**config.mk**
```make
export PLATFORM = sky130hd
export DESIGN_NAME = pfd_loop_ctrl
export DESIGN_NICKNAME = d
export VERILOG_FILES = /design/src/rtl/pfdsync_pkg.sv /design/src/rtl/loop_sequencer.sv /design/src/rtl/pfd_core.sv /design/src/rtl/gain_select.sv /design/src/rtl/pfd_loop_ctrl.sv
export SDC_FILE = /design/constraint.sdc
export NUM_CORES = 1
export LEC_CHECK = 0
export BUFFER_PORTS_ARGS = -buffer_cell sky130_fd_sc_hd__buf_2
export CORE_AREA = 2 2 39 41
export DETAILED_ROUTE_END_ITERATION = 16
export DIE_AREA = 0 0 41 43
export GPL_ROUTABILITY_DRIVEN = 0
export PLACE_DENSITY = 0.66
export SYNTH_ARGS = -nofsm -noshare
export SYNTH_HDL_FRONTEND = slang
export SYNTH_SLANG_ARGS = --single-unit
```
**constraint.sdc**
```tcl
create_clock -name clk -period 2.2 [get_ports clk]
set_clock_uncertainty 0.2 [all_clocks]
set_input_delay 0.44 -clock clk [delete_from_list [all_inputs] [get_ports clk]]
set_output_delay 0.44 -clock clk [all_outputs]
set_load 0.01 [all_outputs]
```
**src/rtl/pfdsync_pkg.sv**
```systemverilog
// Package: shared types and the gain-to-current mapping for the
// synchronized phase-frequency detector controller.
// Assumes currents fit in UA_W bits.
package pfdsync_pkg;

    // Loop sequencing states.
    typedef enum logic [1:0] {
        ST_OFF   = 2'd0,
        ST_RUN   = 2'd1,
        ST_DRAIN = 2'd2
    } loop_state_t;

    localparam int UA_W = 12;

    // Nominal pump current for a gain code, in microamps.
    function automatic logic [UA_W-1:0] pump_ua_of(input logic [1:0] code);
        logic [UA_W-1:0] ua;
        case (code)
            2'b00:   ua = UA_W'(470);
            2'b01:   ua = UA_W'(840);
            2'b10:   ua = UA_W'(1410);
            default: ua = UA_W'(2480);
        endcase
        return ua;
    endfunction

endpackage

```
**src/rtl/loop_sequencer.sv**
```systemverilog
// Module: loop_sequencer
// Controls loop on/off. The loop is OFF (dividers held in resync, detector
// cleared) or RUN (edges accepted). A turn-off request that arrives while
// a pump request is open goes through DRAIN, where only closing edges are
// accepted, and reaches OFF once both requests have fallen.
// Assumes busy comes from the detector's registered outputs.
module loop_sequencer
    import pfdsync_pkg::*;
(
    input  logic clk,
    input  logic rst_n,
    input  logic loop_on,
    input  logic busy,
    output logic start_ok,
    output logic hold_clear,
    output logic div_resync,
    output logic active
);

    loop_state_t state_q;
    loop_state_t state_d;

    // Next-state selection from the enable and the detector activity.
    always_comb begin
        state_d = state_q;
        case (state_q)
            ST_OFF:   if (loop_on) state_d = ST_RUN;
            ST_RUN:   if (!loop_on) state_d = busy ? ST_DRAIN : ST_OFF;
            ST_DRAIN: if (!busy) state_d = ST_OFF;
            default:  state_d = ST_OFF;
        endcase
    end

    // State register with synchronous reset into OFF.
    always_ff @(posedge clk) begin
        if (!rst_n) state_q <= ST_OFF;
        else        state_q <= state_d;
    end

    // Output decode for the detector and the divider resync.
    always_comb begin
        start_ok   = (state_q == ST_RUN) && loop_on;
        hold_clear = (state_q == ST_OFF);
        div_resync = (state_q == ST_OFF);
        active     = (state_q == ST_RUN);
    end

    // a turn-off with an open request must drain, not cut it.
    a_r8_drain_entry: assert property (@(posedge clk) disable iff (!rst_n)
        (state_q == ST_RUN && !loop_on && busy) |=> (state_q == ST_DRAIN));

    // enabling from OFF releases resync and raises active.
    a_r7_turn_on: assert property (@(posedge clk) disable iff (!rst_n)
        (state_q == ST_OFF && loop_on) |=> (active && !div_resync));

endmodule

```
**src/rtl/pfd_core.sv**
```systemverilog
// Module: pfd_core
// Three-state phase-frequency detector that works on edge pulses sampled
// by the reference clock. The leading edge opens its request. The lagging
// edge opens the other one. Both then stay high for MIN_OVERLAP cycles
// and are closed together. New requests open only while start_ok is high.
// A closing edge is always accepted.
// Assumes edge pulses last one clock cycle.
module pfd_core #(
    parameter int MIN_OVERLAP = 2
) (
    input  logic clk,
    input  logic rst_n,
    input  logic hold_clear,
    input  logic start_ok,
    input  logic ref_edge,
    input  logic main_edge,
    output logic up,
    output logic down
);

    localparam int CNT_W = (MIN_OVERLAP < 2) ? 1 : $clog2(MIN_OVERLAP);
    localparam logic [CNT_W-1:0] OVL_LAST = CNT_W'(MIN_OVERLAP - 1);

    logic             up_q;
    logic             dn_q;
    logic [CNT_W-1:0] ovl_cnt;

    // Request flops and overlap timer.
    always_ff @(posedge clk) begin
        if (!rst_n || hold_clear) begin
            up_q    <= 1'b0;
            dn_q    <= 1'b0;
            ovl_cnt <= '0;
        end else if (up_q && dn_q) begin
            if (ovl_cnt == OVL_LAST) begin
                up_q    <= 1'b0;
                dn_q    <= 1'b0;
                ovl_cnt <= '0;
            end else begin
                ovl_cnt <= ovl_cnt + 1'b1;
            end
        end else begin
            if (!up_q && ref_edge && (start_ok || dn_q))  up_q <= 1'b1;
            if (!dn_q && main_edge && (start_ok || up_q)) dn_q <= 1'b1;
        end
    end

    assign up   = up_q;
    assign down = dn_q;

    // a lone source request is held until the main edge arrives.
    a_r3_up_held: assert property (@(posedge clk) disable iff (!rst_n)
        (up_q && !dn_q && !main_edge && !hold_clear) |=> up_q);

    // a lone sink request is held until the reference edge arrives.
    a_r3_dn_held: assert property (@(posedge clk) disable iff (!rst_n)
        (dn_q && !up_q && !ref_edge && !hold_clear) |=> dn_q);

    // the overlap ends after its final counted cycle.
    a_r4_overlap_end: assert property (@(posedge clk) disable iff (!rst_n)
        (up_q && dn_q && ovl_cnt == OVL_LAST) |=> (!up_q && !dn_q));

    // with starts blocked, an idle detector stays idle.
    a_r8_no_new_start: assert property (@(posedge clk) disable iff (!rst_n)
        (!up_q && !dn_q && !start_ok) |=> (!up_q && !dn_q));

endmodule

```
**src/rtl/gain_select.sv**
```systemverilog
// Module: gain_select
// Registers the gain request and maps it to a pump gain code and a
// nominal current. LOOP_KIND 0 builds the four-step wide-range mapping.
// LOOP_KIND 1 builds the two-step narrow-range mapping, which ignores
// gain_hi.
module gain_select
    import pfdsync_pkg::*;
#(
    parameter int LOOP_KIND = 0
) (
    input  logic            clk,
    input  logic            rst_n,
    input  logic            gain_hi,
    input  logic            gain_dbl,
    output logic [1:0]      gain_code,
    output logic [UA_W-1:0] pump_ua
);

    logic [1:0] code_d;
    logic [1:0] code_q;

    generate
        if (LOOP_KIND == 0) begin : g_wide
            // Wide range: both request bits form the code.
            always_comb code_d = {gain_hi, gain_dbl};

            // the highest request gives the largest current.
            a_r10_top_step: assert property (@(posedge clk) disable iff (!rst_n)
                (gain_hi && gain_dbl) |=> (pump_ua == UA_W'(2480)));
        end else begin : g_narrow
            // Narrow range: only the doubling bit matters.
            always_comb code_d = {1'b0, gain_dbl};

            // the high-current bit alone leaves the base current.
            a_r11_hi_ignored: assert property (@(posedge clk) disable iff (!rst_n)
                (gain_hi && !gain_dbl) |=> (pump_ua == UA_W'(470)));
        end
    endgenerate

    // Gain code register.
    always_ff @(posedge clk) begin
        if (!rst_n) code_q <= 2'b00;
        else        code_q <= code_d;
    end

    assign gain_code = code_q;
    assign pump_ua   = pump_ua_of(code_q);

endmodule

```
**src/rtl/pfd_loop_ctrl.sv**
```systemverilog
// Module: pfd_loop_ctrl (top)
// One loop's detector controller: sequencer, detector core and gain
// mapping. All outputs come from registers or decode registered state.
// Assumes all inputs are synchronous to clk.
module pfd_loop_ctrl
    import pfdsync_pkg::*;
#(
    parameter int LOOP_KIND   = 0,
    parameter int MIN_OVERLAP = 2
) (
    input  logic            clk,
    input  logic            rst_n,
    input  logic            loop_on,
    input  logic            ref_edge,
    input  logic            main_edge,
    input  logic            gain_hi,
    input  logic            gain_dbl,
    output logic            up,
    output logic            down,
    output logic            div_resync,
    output logic            loop_active,
    output logic [1:0]      gain_code,
    output logic [UA_W-1:0] pump_ua
);

    logic start_ok;
    logic hold_clear;
    logic busy;

    assign busy = up | down;

    loop_sequencer i_seq (
        .clk        (clk),
        .rst_n      (rst_n),
        .loop_on    (loop_on),
        .busy       (busy),
        .start_ok   (start_ok),
        .hold_clear (hold_clear),
        .div_resync (div_resync),
        .active     (loop_active)
    );

    pfd_core #(.MIN_OVERLAP(MIN_OVERLAP)) i_pfd (
        .clk        (clk),
        .rst_n      (rst_n),
        .hold_clear (hold_clear),
        .start_ok   (start_ok),
        .ref_edge   (ref_edge),
        .main_edge  (main_edge),
        .up         (up),
        .down       (down)
    );

    gain_select #(.LOOP_KIND(LOOP_KIND)) i_gain (
        .clk       (clk),
        .rst_n     (rst_n),
        .gain_hi   (gain_hi),
        .gain_dbl  (gain_dbl),
        .gain_code (gain_code),
        .pump_ua   (pump_ua)
    );

    // while dividers are held, no pump request is open.
    a_r6_resync_quiet: assert property (@(posedge clk) disable iff (!rst_n)
        div_resync |-> (!up && !down));

    // an idle running loop that is disabled parks immediately.
    a_r9_idle_off: assert property (@(posedge clk) disable iff (!rst_n)
        (loop_active && !loop_on && !up && !down) |=> (div_resync && !loop_active));

endmodule

```
[After elaboration in Yosys (flattened, before gate mapping)]
Index checks and enable logic that the tools add are counted.
Storage, ports and cells
  bits in registers: 7
  input port bits: 7
  output and inout bits: 18
  word-level logic and storage cells: 46
Cells by class
  add/sub/neg operators: 1
  eq/ne operators: 8
  mux-type cells: 12
  bitwise gates (word level): 1
  reduce and logical (&&, ||, !) cells: 19
Operators with widths (number)
  $pmux W12 S3: 1
  $mux W2: 4
  $logic_and A1 B1 Y1: 6
  $mux W1: 6
  $ne A2 B2 Y1 const B: 3
  $pmux W2 S3: 1
  $eq A2 B1 Y1 const B: 2
  $eq A2 B2 Y1 const B: 2
  $logic_not A2 Y1: 2
  $reduce_and A2 Y1: 2
  $reduce_bool A2 Y1: 2
  $logic_not A1 Y1: 3
  $logic_or A1 B1 Y1: 3
  $reduce_and A3 Y1: 1
  $ne A2 B1 Y1 const B: 1
  $add A1 B1 Y1 const B: 1
  $or A1 B1 Y1: 1

[Longest topological paths before layout]
  depth after elaboration: 6
  depth in mapped cells: 4
  mapped depth without buffers: 4

[Modules after synthesis]
From an unflattened synthesis, not the netlist that was laid out.
Second synthesis, totals
  cells, all modules: 48
  area, all modules: 445.4 um^2
By module, submodules not included
  gain_select: times used 1, cells each 23, area each 212.7 um^2, sequential area each 40.0 um^2
  pfd_core: times used 1, cells each 13, area each 120.1 um^2, sequential area each 60.1 um^2
  loop_sequencer: times used 1, cells each 11, area each 106.4 um^2, sequential area each 40.0 um^2
  pfd_loop_ctrl: times used 1, cells each 1, area each 6.3 um^2, sequential area each 0.0 um^2

[Worst setup path after synthesis]
Ideal clock, no wire load.
  kind: register to output
  start point: reg i_gain.code_q[0] (netlist: i_gain.gain_code[0])
  end point: out pump_ua[1]
  arrival time: 0.939 ns
  required time: 1.560 ns
  slack: 0.621 ns
  cell stages (with the launch flop): 5
  buffers on the path: 0
  cells stage by stage: dfxtp_1 > inv_1 > ha_1 > nor2_1 > nor2_1
On the way
  longest elaborated chain between the ends: 2
  elaborated cells on any way between the ends: 4
Ends and longest elaborated chain
  start, declared: RTL line gain_select.sv:20  | logic [1:0] code_q;
  start signal, assigned: RTL line gain_select.sv:43  | else code_q <= code_d;
  $eq A2 B2 Y1 (tied with other cells): RTL line pfdsync_pkg.sv:18  | case (code)
  $pmux W12 S3 (*): RTL line pfdsync_pkg.sv:18
  end, declared: RTL line pfd_loop_ctrl.sv:23  | output logic [UA_W-1:0] pump_ua
Mark *: on every way between the ends. The rest lies on a longest branch, timed or not.

[Worst setup path after layout]
Same ends and word-level chain as after synthesis.

==> impl_metrics.csv <==
group,metric,value,unit
worst_setup_path,rr_endpoint,"i_pfd.down",
cells_and_area,area_growth,31.9,%
cts,ctsHoldBuffers,0,
cts,cts_tree,"built",
placed_design,post-place-ws,553,ps
detailed_routing,drtAntennaViolNets,0,
yosys,avgSynthCellArea,8.26,µm²
cts,cts.reportedPaths.clkPinSlew,50,ps
cts,cts_sinks,7,
yosys,synth_top_cell_area_share,0.353,
worst_setup_path,r2r_start,"i_seq.state_q[1]",
timing,hold_slack,200,ps
timing,hold_viol_final,0,
yosys,synth_top_area_cell,"dfxtp_1",
floorplanning,std_cell_rows,14,
yosys,synth_cell_types,16,
timing,setup_tns,0,ps
timing,grt_setup_unrepaired,"false",
yosys,syn_area,397,µm²
cells_and_area,layout_commonest_cell,"buf_2",
grt,overflow,0,
floorplanning,core,1380,µm²
placed_design,dp.cells,82,
worst_setup_path,startpoint,"i_gain.gain_code[0]",
timing,setup_ws,305,ps
grt,grt_usage,0.0936,
worst_setup_path,rr_worst_depth,3,
grt,grt_max_degree,7,
cells_and_area,final_core_util,0.378,
worst_setup_path,crit_required,1560,ps
yosys,yosys_register_bits,7,
timing,fmax,0.528,GHz
detailed_routing,drt-pass1-iter-count,2,
timing,fin_crit,1900,ps
worst_hold_path,whs_endpoint,"i_gain.gain_code[0]",
detailed_routing,route.vias.total,343,
grt,grt_pass1_wl,1080,µm
timing,setup_violations,0,
yosys,ys_top_cells_by_area,"dfxtp_1 35%, ha_1 19%, nor2_1 8.5%",
worst_setup_path,critPathMaxStageDelay,400,ps
grt,antenna_found_initial,0,
cts,cts_setup_buffers,0,
detailed_routing,viasPerCell,3.99,
power_and_ir_drop,p_per_area,580,nW/µm²
yosys,ys_warn_count,0,
floorplanning,start_util,0.287,
cells_and_area,final_cells,86,
cts,cts-htree-levels,1,
worst_setup_path,setup.worst_path.class,"register to output port",
timing,final_max_slew_viol_count,0,
worst_hold_path,hp-start,"gain_dbl",
grt,grt_pass1_vias,292,
worst_setup_path,crit_fanout,5,
power_and_ir_drop,power_leakage,0.284,nW
cells_and_area,diodes,0,
status,status,"complete, no violations",
yosys,netlist_instances,48,
detailed_routing,drtIter0Drc,1,
worst_setup_path,cp-end-kind,"output port",
worst_setup_path,critPathSlowestCell,"dfxtp_1",
cts,clockBufferDepth,2,
floorplanning,dieArea,1760,µm²
yosys,seq_area_frac_synth,0.353,
power_and_ir_drop,ir_worst_vdd,214,µV
cells_and_area,fin_nets,84,
placed_design,dpl.hpwl,550,µm
worst_hold_path,hold_class,"input port to register",
worst_setup_path,worst_path_most_repeated_cell,"nor2_1",
worst_setup_path,r2r_setup_slack,1050,ps
floorplanning,ios,25,
cells_and_area,drive_gt1_frac,0.357,
worst_setup_path,crit_chain,"inv_1 > ha_1 > nor2_1 > nor2_1 > buf_2",
cts,cts_resized,0,
detailed_routing,routedWlPerCell,7.80,µm
floorplanning,die_w,41,µm
flow_run,cap_violations,0,
detailed_routing,drc,0,
worst_setup_path,cp.arrival,1260,ps
timing,finalCritPeriodShare,0.861,
cts,clk_latency,250,ps
yosys,syn_nets,61,
worst_setup_path,start_kind,"register",
floorplanning,die_h,43,µm
worst_hold_path,whs_path_depth,2,
detailed_routing,wirelength,671,µm
cells_and_area,final_cell_mix,"22 x buf_2, 9 x nor2_1, 7 x dfxtp_1",
placed_design,io_buffers,22,
cts,cts_root_buffer,"clkbuf_4",
cts,cts_made_buffers,3,
flip-flops by register name, summed over array words and instances, names as in the netlist:
| name | cells |
|---|---|
| i_gain.gain_code | 2 |
| i_pfd.down | 1 |
| i_pfd.ovl_cnt | 1 |
| i_pfd.up | 1 |
| i_seq.state_q | 2 |
through the flow:
stage	instance area [µm²]	total power (W)
floorplan	397	0.000172
global placement	497	0.000189
detailed placement	497	0.000190
CTS	523	0.000312
global route	523	0.000328
finish	523	0.000303
final cells by class:
type	count	area, µm²
clock buffers	4	26.3
fillers	153	861
inverters	5	18.8
multi-input cells	32	208
flip-flops and latches	7	140
well taps	16	20.0
repair buffers	22	110
worst max-delay path: cells and delay by family (launching register included):
kind | cells | cell delay, ps
flops | 1 | 400
buf+inv | 2 | 240
fa+ha+maj | 1 | 240
simple gates | 2 | 130
cells in the mapped netlist, drive strengths merged:
| cell type | number |
|---|---|
| o21ai | 2 |
| ha | 6 |
| nand2 | 1 |
| a31o | 1 |
| and2b | 2 |
| nor2 | 9 |
| xor2 | 1 |
| nor3 | 3 |
| a21oi | 1 |
| conb | 2 |
| nor2b | 1 |
| buf | 4 |
| inv | 5 |
| dfxtp | 7 |
| and2 | 3 |
worst max-delay path by stage:
stage                       endpoint  slack (ps)
after detailed placement  pump_ua[6]         550
final                     pump_ua[1]         300
after CTS                 pump_ua[6]         270
after global routing      pump_ua[6]         200
after floorplan           pump_ua[1]         620
after global placement    pump_ua[6]         590
per-layer routing:
layer	part of all wire	track usage	up-vias
met5	0	0	-
met2	0.43	0.141	22
met1	0.43	0.0939	137
met4	0	0.0600	0
met3	0.14	0.0524	0
li1	-	-	184
cells by family (layout without fill, tap and decap cells):
kind of cell	Yosys count	count (layout)	share of synthesized area
adder cells (fa/ha/maj)	6	6	0.189
flip-flops	7	7	0.353
other	2	2	0.0189
AO/OA/AOI/OAI	4	4	0.0599
AND/OR/NAND/NOR	19	19	0.233
XOR/XNOR	1	1	0.0221
buffers and inverters	9	31	0.123
report_power, final:
group / total [W] / internal, W / switching (W)
clock network: 0.000116 / 0.0000692 / 0.0000473
logic: 0.0000514 / 0.0000236 / 0.0000278
registers: 0.000135 / 0.000131 / 0.00000445
total: 0.000303 / 0.000224 / 0.0000795
(Power assumes the default switching activity.)
